$ cat src/rtl/xp_pkg.sv
package xp_pkg;

  typedef logic [1:0] gstate_t;

  typedef enum logic {
    PH_FILL  = 1'b0,
    PH_DRAIN = 1'b1
  } phase_t;

  localparam gstate_t GST_MAX = 2'd2;

  // fold the unused code onto the deepest compression step
  function automatic gstate_t gst_clamp(input gstate_t s);
    return (s > GST_MAX) ? GST_MAX : s;
  endfunction

  function automatic gstate_t gst_deeper(input gstate_t a, input gstate_t b);
    return (a > b) ? a : b;
  endfunction

endpackage

$ cat src/rtl/xp_fifo.sv
module xp_fifo #(
  parameter int unsigned W     = 10,
  parameter int unsigned DEPTH = 64
) (
  input  logic                           clk,
  input  logic                           rst,
  input  logic                           push,
  input  logic [W-1:0]                   wdata,
  input  logic                           pop,
  output logic [W-1:0]                   rdata,
  output logic [$clog2(DEPTH+1)-1:0]     count,
  output logic                           full,
  output logic                           empty
);
  localparam int unsigned PTR_W = (DEPTH > 1) ? $clog2(DEPTH) : 1;
  localparam int unsigned CNT_W = $clog2(DEPTH+1);

  logic [W-1:0]     mem [DEPTH];
  logic [PTR_W-1:0] wptr, rptr;

  function automatic logic [PTR_W-1:0] ptr_next(input logic [PTR_W-1:0] p);
    return (p == PTR_W'(DEPTH-1)) ? '0 : p + 1'b1;
  endfunction

  assign full  = (count == CNT_W'(DEPTH));
  assign empty = (count == '0);
  assign rdata = mem[rptr];

  always_ff @(posedge clk) begin
    if (push) mem[wptr] <= wdata;
  end

  always_ff @(posedge clk) begin
    if (rst) begin
      wptr  <= '0;
      rptr  <= '0;
      count <= '0;
    end else begin
      if (push) wptr <= ptr_next(wptr);
      if (pop)  rptr <= ptr_next(rptr);
      case ({push, pop})
        2'b10:   count <= count + 1'b1;
        2'b01:   count <= count - 1'b1;
        default: count <= count;
      endcase
    end
  end

  p_no_overflow_r8: assert property (@(posedge clk) disable iff (rst)
    full |-> !(push && !pop));
  p_no_underflow_r9: assert property (@(posedge clk) disable iff (rst)
    empty |-> !pop);

endmodule

$ cat src/rtl/xp_shift.sv
module xp_shift #(
  parameter int unsigned MAG_W = 7
) (
  input  logic [MAG_W-1:0] mag_in,
  input  logic [1:0]       shift,
  output logic [MAG_W-1:0] mag_out
);
  // one output lane per bit; each picks its source 0, 1 or 2 places up
  for (genvar b = 0; b < MAG_W; b++) begin : g_lane
    always_comb begin
      mag_out[b] = 1'b0;
      case (shift)
        2'd0: mag_out[b] = mag_in[b];
        2'd1: if (b + 1 < MAG_W) mag_out[b] = mag_in[(b + 1) % MAG_W];
        2'd2: if (b + 2 < MAG_W) mag_out[b] = mag_in[(b + 2) % MAG_W];
        default: mag_out[b] = 1'b0;
      endcase
    end
  end

endmodule

$ cat src/rtl/xp_ctrl.sv
module xp_ctrl
  import xp_pkg::*;
#(
  parameter int unsigned EW    = 10,
  parameter int unsigned DEPTH = 64
) (
  input  logic                        clk,
  input  logic                        rst,
  input  logic                        in_valid,
  input  logic                        in_sign,
  input  gstate_t                     in_state,
  input  logic [EW-1:0]               in_entry,
  input  logic [$clog2(DEPTH+1)-1:0]  fifo_count,
  input  logic                        fifo_empty,
  input  logic                        out_ready,
  output logic                        in_ready,
  output logic                        out_valid,
  output logic                        pop,
  output logic                        push_in,
  output logic                        push_carry,
  output logic [EW-1:0]               carry_entry,
  output gstate_t                     ref_state
);
  localparam int unsigned CNT_W = $clog2(DEPTH+1);

  phase_t  phase;
  gstate_t run_min;
  logic    last_sign;
  logic    carry_vld;

  logic    acc, boundary, fills_up, last_pop;
  gstate_t grown;

  always_comb begin
    in_ready   = (phase == PH_FILL);
    acc        = in_valid && in_ready;
    boundary   = acc && !fifo_empty && (in_sign != last_sign);
    grown      = gst_deeper(run_min, in_state);
    push_in    = acc && !boundary;
    fills_up   = push_in && (fifo_count == CNT_W'(DEPTH-1));
    out_valid  = (phase == PH_DRAIN) && !fifo_empty;
    pop        = out_valid && out_ready;
    last_pop   = pop && (fifo_count == CNT_W'(1));
    push_carry = last_pop && carry_vld;
  end

  always_ff @(posedge clk) begin
    if (rst) begin
      phase       <= PH_FILL;
      run_min     <= '0;
      ref_state   <= '0;
      last_sign   <= 1'b0;
      carry_vld   <= 1'b0;
      carry_entry <= '0;
    end else begin
      if (acc) last_sign <= in_sign;
      if (phase == PH_FILL) begin
        if (boundary) begin
          ref_state   <= run_min;
          run_min     <= in_state;
          carry_entry <= in_entry;
          carry_vld   <= 1'b1;
          phase       <= PH_DRAIN;
        end else if (fills_up) begin
          ref_state <= grown;
          run_min   <= '0;
          phase     <= PH_DRAIN;
        end else if (acc) begin
          run_min <= grown;
        end
      end else if (last_pop) begin
        phase     <= PH_FILL;
        carry_vld <= 1'b0;
      end
    end
  end

  p_push_excl_r7: assert property (@(posedge clk) disable iff (rst)
    !(push_in && push_carry));
  p_ref_legal_r1: assert property (@(posedge clk) disable iff (rst)
    ref_state <= GST_MAX);
  p_ref_hold_r9: assert property (@(posedge clk) disable iff (rst)
    (out_valid && !last_pop) |=> $stable(ref_state));
  p_reset_idle_r10: assert property (@(posedge clk)
    $past(rst) |-> (in_ready && !out_valid));

endmodule

$ cat src/rtl/xp_expander.sv
module xp_expander
  import xp_pkg::*;
#(
  parameter int unsigned MAG_W = 7,
  parameter int unsigned DEPTH = 64
) (
  input  logic             clk,
  input  logic             rst,
  input  logic             in_valid,
  output logic             in_ready,
  input  logic             in_sign,
  input  logic [MAG_W-1:0] in_mag,
  input  logic [1:0]       in_state,
  output logic             out_valid,
  input  logic             out_ready,
  output logic             out_sign,
  output logic [MAG_W-1:0] out_mag
);
  localparam int unsigned EW    = MAG_W + 3;
  localparam int unsigned CNT_W = $clog2(DEPTH+1);

  gstate_t              st_in, head_st, ref_state;
  logic [EW-1:0]        in_entry, carry_entry, wdata, head;
  logic [CNT_W-1:0]     fifo_count;
  logic                 fifo_full, fifo_empty;
  logic                 pop, push_in, push_carry;
  logic [1:0]           rel_shift;
  logic [MAG_W-1:0]     head_mag;

  assign st_in    = gst_clamp(in_state);
  assign in_entry = {in_sign, st_in, in_mag};
  assign wdata    = push_carry ? carry_entry : in_entry;

  xp_ctrl #(.EW(EW), .DEPTH(DEPTH)) u_ctrl (
    .clk        (clk),
    .rst        (rst),
    .in_valid   (in_valid),
    .in_sign    (in_sign),
    .in_state   (st_in),
    .in_entry   (in_entry),
    .fifo_count (fifo_count),
    .fifo_empty (fifo_empty),
    .out_ready  (out_ready),
    .in_ready   (in_ready),
    .out_valid  (out_valid),
    .pop        (pop),
    .push_in    (push_in),
    .push_carry (push_carry),
    .carry_entry(carry_entry),
    .ref_state  (ref_state)
  );

  xp_fifo #(.W(EW), .DEPTH(DEPTH)) u_fifo (
    .clk  (clk),
    .rst  (rst),
    .push (push_in || push_carry),
    .wdata(wdata),
    .pop  (pop),
    .rdata(head),
    .count(fifo_count),
    .full (fifo_full),
    .empty(fifo_empty)
  );

  assign head_st   = head[MAG_W +: 2];
  assign head_mag  = head[MAG_W-1:0];
  assign rel_shift = ref_state - head_st;
  assign out_sign  = head[EW-1];

  xp_shift #(.MAG_W(MAG_W)) u_shift (
    .mag_in (head_mag),
    .shift  (rel_shift),
    .mag_out(out_mag)
  );

  p_ref_covers_head_r2: assert property (@(posedge clk) disable iff (rst)
    out_valid |-> (ref_state >= head_st));
  p_out_stable_r9: assert property (@(posedge clk) disable iff (rst)
    (out_valid && !out_ready) |=> (out_valid && $stable(out_sign) && $stable(out_mag)));
  p_no_take_while_drain_r9: assert property (@(posedge clk) disable iff (rst)
    out_valid |-> !in_ready);
  p_full_drains_r8: assert property (@(posedge clk) disable iff (rst)
    fifo_full |-> !in_ready);

endmodule

$ cat config.mk
export PLATFORM = sky130hd
export DESIGN_NAME = xp_expander
export DESIGN_NICKNAME = d
export VERILOG_FILES = /design/src/rtl/xp_pkg.sv /design/src/rtl/xp_fifo.sv /design/src/rtl/xp_shift.sv /design/src/rtl/xp_ctrl.sv /design/src/rtl/xp_expander.sv
export SDC_FILE = /design/constraint.sdc
export NUM_CORES = 1
export LEC_CHECK = 0
export ABC_CLOCK_PERIOD_IN_PS = 6300
export BUFFER_PORTS_ARGS = -buffer_cell sky130_fd_sc_hd__clkbuf_2
export CORE_MARGIN = 1
export CORE_UTILIZATION = 60
export DETAILED_ROUTE_END_ITERATION = 16
export PLACE_DENSITY = 0.8
export SYNTH_ARGS = -nofsm -noshare
export SYNTH_HDL_FRONTEND = slang
export SYNTH_SLANG_ARGS = --single-unit
$ cat constraint.sdc
create_clock -name clk -period 6.3 [get_ports clk]
set_clock_uncertainty 0.1 [all_clocks]
set_input_delay 1.26 -clock clk [delete_from_list [all_inputs] [get_ports clk]]
set_output_delay 1.26 -clock clk [all_outputs]
set_load 0.02 [all_outputs]
# ---- After elaboration in Yosys (flattened, before gate mapping)
# Memories as Yosys holds them, arrays and structs flattened. A register that Yosys moved wholly into a read port is not among the register bits.
# Index checks and enable logic that the tools add are counted.
dict set report word_totals {
  regBits 36
  ramBits 640
  n_memories 1
}
dict set report op_classes {
  eq_ne 10
  order_cmp 2
  reduce_logical 22
  bitwise_logic 1
  addsub 5
  mux 29
}
# name words width rd rd_ports_with_merged_regs write_ports line_no
set memory_table {}
lappend memory_table {u_fifo.mem 64 10 1 1 1 xp_fifo.sv:18} ;# logic [W-1:0] mem [DEPTH];
# cell count
set ops {}
lappend ops {{two-way mux 6 bit} 4}
lappend ops {{one-hot mux 1 bit (3 select lines)} 5}
lappend ops {{two-way mux 2 bit} 7}
lappend ops {{one-hot mux 7 bit (2 select lines)} 1}
lappend ops {{adder 6 x 1 -> 6 bit, second input constant} 2}
lappend ops {{== test 6 bit, second input constant} 2}
lappend ops {{two-way mux 1 bit} 10}
lappend ops {{two-way mux 10 bit} 1}
lappend ops {{logical AND 1 bit} 9}
lappend ops {{AND reduction 2 bit} 4}
lappend ops {{adder 7 x 1 -> 7 bit, second input constant} 1}
lappend ops {{== test 7 x 1 -> 1 bit, second input constant} 1}
lappend ops {{== test 7 x 6 -> 1 bit, second input constant} 1}
lappend ops {{zero test 7 bit} 1}
lappend ops {{subtractor 7 x 1 -> 7 bit, second input constant} 1}
lappend ops {{nonzero test 2 bit} 3}
lappend ops {{== test 2 x 1 -> 1 bit, second input constant} 2}
lappend ops {{== test 2 bit, second input constant} 2}
lappend ops {{nonzero test 3 bit} 1}
lappend ops {{greater-than comparator 2 bit} 1}
lappend ops {{greater-than comparator 2 bit, second input constant} 1}
lappend ops {{zero test 1 bit} 2}
lappend ops {{zero test 2 bit} 1}
lappend ops {{!= test 2 bit, second input constant} 1}
lappend ops {{5 further kinds} 5}

# ---- Depth between registers and ports, before layout
# Gate-level depths: netlist of run 1.
dict set report depth {
  depth_word 10
  mapped_depth 15
  ltp_nobuf 13
}

# ---- Modules after synthesis
# A second synthesis of run 1 with hierarchy kept.
dict set report unflattened {
  cells_unflattened 1438
  hier_area_um2 27587.7
}
# module n_inst area_each_um2 cells_each seq_area_each_um2
set by_module_without_submodules {}
lappend by_module_without_submodules {xp_fifo 1 26357.8 1293 19718.9}
lappend by_module_without_submodules {xp_ctrl 1 868.3 106 340.3}
lappend by_module_without_submodules {xp_expander 1 211.5 19 0.0}
lappend by_module_without_submodules {xp_shift 1 150.1 20 0.0}

# ---- Worst setup path before layout of run 1
# OpenSTA, ideal clock, no wires.
dict set report synth_path {
  kind {flip-flop to output port}
  from {reg with a tool-made name}
  to {out out_mag[0]}
  t_arrival_ns 3.946
  path_stages_with_launch 16
  t_required_ns 4.940
  setup_slack_ns 0.994
  cell_sequence {dfxtp_1 > buf_6 > buf_12 > buf_12 > buf_12 > buf_12 > buf_8 > mux4_1 > mux4_2 > mux4_2 > ha_1 > xor2_1 > and3_1 > clkbuf_1 > or2_2 > o221ai_1}
}
# item line_no
set synth_rtl {}
lappend synth_rtl {{end: declaration} xp_expander.sv:17} ;# output logic [MAG_W-1:0] out_mag

==> results of run 1 <==
==> through the flow <==
step            util  hold slack [ns]  power [uW]  std cells  area [sq um]
2_1_floorplan      -            0.348        5450       1373         27400
3_3_place_gp   0.630            0.356        5570       1956         28100
3_5_place_dp   0.630            0.372        5600       1956         28100
4_1_cts        0.678            0.380        9440       2077         30200
5_1_grt        0.678            0.399        9670       2078         30200
6_report       0.678            0.379        9400       2079         30200
==> final timing paths <==
| check | startpoint | to | slack (ns) | cells past startpoint |
|---|---|---|---|---|
| max | flip-flop | out_mag[1] | 0.36 | 9 |
| min | u_ctrl.last_sign$_SDFFE_PP0P_ | u_ctrl.last_sign$_SDFFE_PP0P_ | 0.38 | 2 |
| max reg2reg | u_fifo.count[0]$_SDFFE_PP0P_ | u_fifo.mem[27][2]$_DFFE_PP_ | 2.14 | 9 |
| min reg2reg | u_ctrl.last_sign$_SDFFE_PP0P_ | u_ctrl.last_sign$_SDFFE_PP0P_ | 0.38 | 2 |
==> synth_stat cells (10+ instances only) <==
cell	count	share of area
mux2i_1	61	0.022
o21ai_0	16	0.0029
a221oi_1	16	0.0051
a22oi_1	14	0.0038
ha_1	10	0.0046
inv_1	15	0.0021
mux4_1	53	0.051
nand2b_1	10	0.0023
buf_2	14	0.0026
mux4_2	113	0.093
dfxtp_1	42	0.031
nand2_1	36	0.0049
nand3_1	24	0.0044
a21oi_1	17	0.0031
nor2_1	104	0.014
mux2_2	11	0.0045
clkbuf_1	30	0.0041
edfxtp_1	640	0.70
==> power breakdown <==
part           internal [uW]  total [uW]  switching (uW)
sequential              4990        5020            31.9
combinational            177         483             306
clock                   2260        3890            1640
total                   7430        9400            1970
==> state kept, by name, indices dropped and copies added, names as in the netlist, named ones only <==
signal              cells
u_fifo.count            7
u_ctrl.phase            1
u_ctrl.run_min          2
u_fifo.mem            640
u_ctrl.carry_entry     10
u_fifo.rptr             6
u_ctrl.carry_vld        1
u_fifo.wptr             6
u_ctrl.last_sign        1
u_ctrl.ref_state        2
==> per-layer routing <==
layer	share of wire	GRT usage	up-vias
met5	0.00021	0	-
li1	-	-	5806
met2	0.49	0.438	1026
met3	0.11	0.0616	168
met4	0.033	0.103	2
met1	0.37	0.390	7249
==> tightest hold or removal path: stages, from the launching register on <==
cell and delay [ns]:
dfxtp_1 0.32, nand2_1 0.05, a21oi_1 0.06
==> kinds of logic after synthesis <==
logic type,count (synthesis),synth area share
buf+inv,95,0.0227
fa+ha+maj,10,0.00456
compound gates,101,0.0259
mux,238,0.170
xor+xnor,15,0.00479
simple gates,232,0.0398
flops,682,0.732
==> layout make-up <==
cell class / instances / share of cell area
flip-flops and latches: 682 / 0.664
multi-input cells: 596 / 0.223
clock buffers: 92 / 0.0620
well taps: 592 / 0.0245
repair buffers: 70 / 0.0161
clock inverters: 29 / 0.00836
inverters: 17 / 0.00211
diodes: 1 / 0.0000827
==> flow_summary.yaml, run 1 <==
placement:
  dp_hpwl_mm: 36.7
  placement.setup.worst_slack_ns: 1.00
  placement.io_buffers: 23
  gp_congestion: 0.881
job:
  max-cap-violations: 0
timing:
  worst_pin_slew_ns: 1.38
  rsz0062_at_grt: "false"
  finalCritPeriodShare: 0.943
  timing.max_slew.rel_slack: 0.0789
  final_critical_path_setup_slack_ns: 0.361
  timing.setup.tns_ns: 0
  timing.final.max_slew_violations: 0
  final_hold_viol_count: 0
  max_clock_freq_mhz: 168
  period_minus_slack_ns: 5.94
  final-setup-viol-count: 0
die:
  floorplan.initialDensity: 0.615
  die_h_microns: 216
  die_x_microns: 216
  floorplan.io_pins: 24
  design.die.area_sq_um: 46500
  row_count: 77
  core-area_sq_um: 44600
finish:
  most_frequent_standard_cell_in_the_layout_excluding_fill_and_tap_cells: "edfxtp_1"
  area_growth_pct: 10.3
  final_cell_mix: "640 x edfxtp_1, 113 x mux4_2, 104 x nor2_1"
  final-seq-area_sq_um: 20100
  area_of_the_multi_input_gates_sq_um: 6760
  total_of_fill_cells_in_the_finished_design: 2668
  design.final.nets: 1459
  final_layout_size_suffix_gt1_frac: 0.200
power_and_ir_drop:
  cellLeakagePower_uw: 0.00935
  vdd.ir_drop.worst_uv: 214
  power_per_cell_area_nw_per_um2: 311
clock_tree:
  h-tree-depth: 3
  clock-root-buffer: "clkbuf_16"
  tritoncts: "yes"
  clk_latency_worst_skew_pair_ns: 0.59
  cts-root-to-sink-buffers: 3
  ctsHoldBuffers: 0
  post_cts_buffers: 0
  numCtsBuffers: 68
  cts_repair_resize_count: 0
  path_clk_slew_ns: 0.06
  clock_sinks: 682
logic_synthesis:
  synth-main-ff-cell: "edfxtp_1"
  postSynthRegisterBits: 682
  synth_area_per_cell_sq_um: 20.0
  syn_inst: 1373
  count_of_flip_flops_with_a_built_in_enable_after_synthesis: 640
  synth_sequential_area_ratio: 0.732
  yosysWarnings: 0
  async_reset_ff_frac: 0
  netlist-cell-type-count: 58
  synth_area_sq_um: 27400
  syn_nets: 1397
route:
  num_vias: 14300
  routed_wl_mm: 63.1
  detail-route-antenna-nets: 0
  drt_iter0_drc: 2219
  post-route-drc-count: 0
  wl_per_cell_microns: 30.4
  via_per_inst: 6.85
  detailedRoute.firstPassIterationCount: 7
setup_path:
  path_class: "flip-flop to output pin"
  critical_path.top_delay_family: "multiplexers"
  timing.critical_path.slowest_cell_delay_ns: 0.77
  worstSetupEndpointType: "output pin"
  worst_ep_arrival_time_ns: 4.58
  cell_chain_of_the_critical_path: "mux4_1 > mux4_2 > mux4_2 > ha_1 > xor2_1 > a21oi_1 > o21ai_0 > o221ai_1 > clkbuf_2"
  critPathMaxFanout: 36
  cp_slowest_cell: "dfxtp_4"
  timing.critical_path.mode_cell: "mux4_2"
  timing.critical_path.buf_inv: 1
  worst-endpoint-required_ns: 4.94
  startpoint_type: "flip-flop"
grt:
  initial_antenna_violation_count: 2
  grt-ovfl-total: 0
  largest_net_degree_at_the_start_of_global_routing: 65
  global_route_wire_length_before_repair_mm: 93.0
  track_usage: 0.279
  number_of_global_route_vias_before_repair: 14000
hold_path:
  hold_wc_path_type: "flip-flop to flip-flop"
run_status:
  outcome: "finished clean"
No activity file was read; power rests on OpenSTA's default activity.
==> inputs of run 2 (changes only) <==
--- a/config.mk
+++ b/config.mk
@@ -10,7 +10,8 @@
 export CORE_MARGIN = 1
 export CORE_UTILIZATION = 60
 export DETAILED_ROUTE_END_ITERATION = 16
-export PLACE_DENSITY = 0.8
+export PLACE_DENSITY = 0.74
+export SETUP_SLACK_MARGIN = 0.4
 export SYNTH_ARGS = -nofsm -noshare
 export SYNTH_HDL_FRONTEND = slang
 export SYNTH_SLANG_ARGS = --single-unit
==> flow_summary.yaml, run 2 (synthesis results as in run 1) <==
run_status:
  outcome: "finished clean"
die:
  floorplan.io_pins: 24
  floorplan.initialDensity: 0.615
  die_x_microns: 216
  row_count: 77
  core-area_sq_um: 44600
  die_h_microns: 216
  design.die.area_sq_um: 46500
grt:
  initial_antenna_violation_count: 2
  grt-ovfl-total: 0
  largest_net_degree_at_the_start_of_global_routing: 65
  track_usage: 0.267
  global_route_wire_length_before_repair_mm: 89.1
  number_of_global_route_vias_before_repair: 13700
setup_path:
  worst-endpoint-required_ns: 4.94
  critPathMaxFanout: 19
  cp_slowest_cell: "dfxtp_4"
  timing.critical_path.mode_cell: "mux4_2"
  cell_chain_of_the_critical_path: "buf_12 > mux4_2 > mux4_2 > mux4_2 > ha_1 > xor2_1 > and3_1 > or2_2 > o221ai_1 > clkbuf_2"
  worst_ep_arrival_time_ns: 4.34
  startpoint_type: "flip-flop"
  path_class: "flip-flop to output pin"
  timing.critical_path.slowest_cell_delay_ns: 0.60
  worstSetupEndpointType: "output pin"
timing:
  rsz0062_at_grt: "false"
  max_clock_freq_mhz: 175
  final-setup-viol-count: 0
  final_hold_viol_count: 0
  timing.max_slew.rel_slack: 0.124
  worst_pin_slew_ns: 1.31
  period_minus_slack_ns: 5.70
  timing.setup.tns_ns: 0
  timing.final.max_slew_violations: 0
  finalCritPeriodShare: 0.905
route:
  wl_per_cell_microns: 29.2
  post-route-drc-count: 0
  detailedRoute.firstPassIterationCount: 5
  via_per_inst: 6.56
  num_vias: 13600
  detail-route-antenna-nets: 0
  routed_wl_mm: 60.8
  drt_iter0_drc: 1610
placement:
  dp_cell_count: 1957
  placement.io_buffers: 23
  dp_hpwl_mm: 35.7
  gp_congestion: 0.812
finish:
  final_layout_size_suffix_gt1_frac: 0.201
  most_frequent_standard_cell_in_the_layout_excluding_fill_and_tap_cells: "edfxtp_1"
  total_of_fill_cells_in_the_finished_design: 2791
  final-seq-area_sq_um: 20100
  post_layout_nonfiller_instances: 2079
  largest_reg_flops: 640
  top_register: "u_fifo.mem"
  final_cell_mix: "640 x edfxtp_1, 113 x mux4_2, 104 x nor2_1"
  layout.core_utilization: 0.677
  area_growth_pct: 10.1
  design.final.nets: 1461
  area_of_the_multi_input_gates_sq_um: 6770
  largestRegisters: "u_fifo.mem: 640 flops, u_ctrl.carry_entry: 10 flops, u_fifo.count: 7 flops"
clock_tree:
  path_clk_slew_ns: 0.06
  clk_latency_worst_skew_pair_ns: 0.59
  tritoncts: "yes"
  numCtsBuffers: 68
  clock-root-buffer: "clkbuf_16"
  h-tree-depth: 3
  clock_sinks: 682
  cts-root-to-sink-buffers: 3
job:
  max-cap-violations: 0
hold_path:
  hold_wc_path_type: "flip-flop to flip-flop"
power_and_ir_drop:
  vdd.ir_drop.worst_uv: 205
  cellLeakagePower_uw: 0.00933
  power_per_cell_area_nw_per_um2: 306
[run 2: timing repair]
action / 4_1_cts / 5_1_grt
hold buffers: 0 / 0
setup endpoints to repair: 0 / 6
gates resized for setup: 0 / 2
hold endpoints to repair: 0 / 0
buffers inserted: 0 / 2
[run 2: cell type report]
class,count,share of cell area
clock inverters,26,0.00580
diodes,2,0.000166
repair buffers,72,0.0174
well taps,592,0.0245
flip-flops and latches,682,0.665
inverters,17,0.00211
clock buffers,92,0.0607
multi-input cells,596,0.224
[run 2: worst paths after layout]
check / start / end / slack [ns] / cells past startpoint
max: flip-flop / out_mag[3] / 0.60 / 10
min: u_ctrl.carry_entry[7]$_SDFFE_PP0P_ / u_ctrl.carry_entry[7]$_SDFFE_PP0P_ / 0.37 / 2
max reg2reg: u_fifo.count[0]$_SDFFE_PP0P_ / u_fifo.mem[27][9]$_DFFE_PP_ / 2.03 / 9
min reg2reg: u_ctrl.carry_entry[7]$_SDFFE_PP0P_ / u_ctrl.carry_entry[7]$_SDFFE_PP0P_ / 0.37 / 2
[run 2: through the flow]
step	power [uW]	cell area, sq um	setup slack [ns]	hold WS (ns)
global placement	5590	28100	1.13	0.355
detailed placement	5600	28100	0.980	0.367
finish	9240	30200	0.601	0.374
global route	9480	30200	0.487	0.404
CTS	9270	30100	0.405	0.376
floorplan	5450	27400	0.994	0.348
[run 2: metal layers]
layer,up-vias,wire length (microns),global-route usage
li1,5797,-,-
met1,7072,24100,0.369
met2,658,29200,0.415
met3,105,5680,0.0736
met4,4,1740,0.0953
met5,-,27,0
[run 2: critical path, delay by kind of cell (launching register included)]
family	cells	cell delay [ns]
AOI/OAI and AO/OA	1	0.22
xor gates and xnor gates	1	0.16
adders and majority gates	1	0.21
buffers and inverters	2	0.45
DFF	1	0.60
muxes	3	1.50
and+or+nand+nor	2	0.60
[run 2: where the power goes]
| part | internal [uW] | total, uW | switching [uW] |
|---|---|---|---|
| clock | 2120 | 3720 | 1600 |
| combinational | 179 | 499 | 320 |
| sequential | 4990 | 5020 | 29.1 |
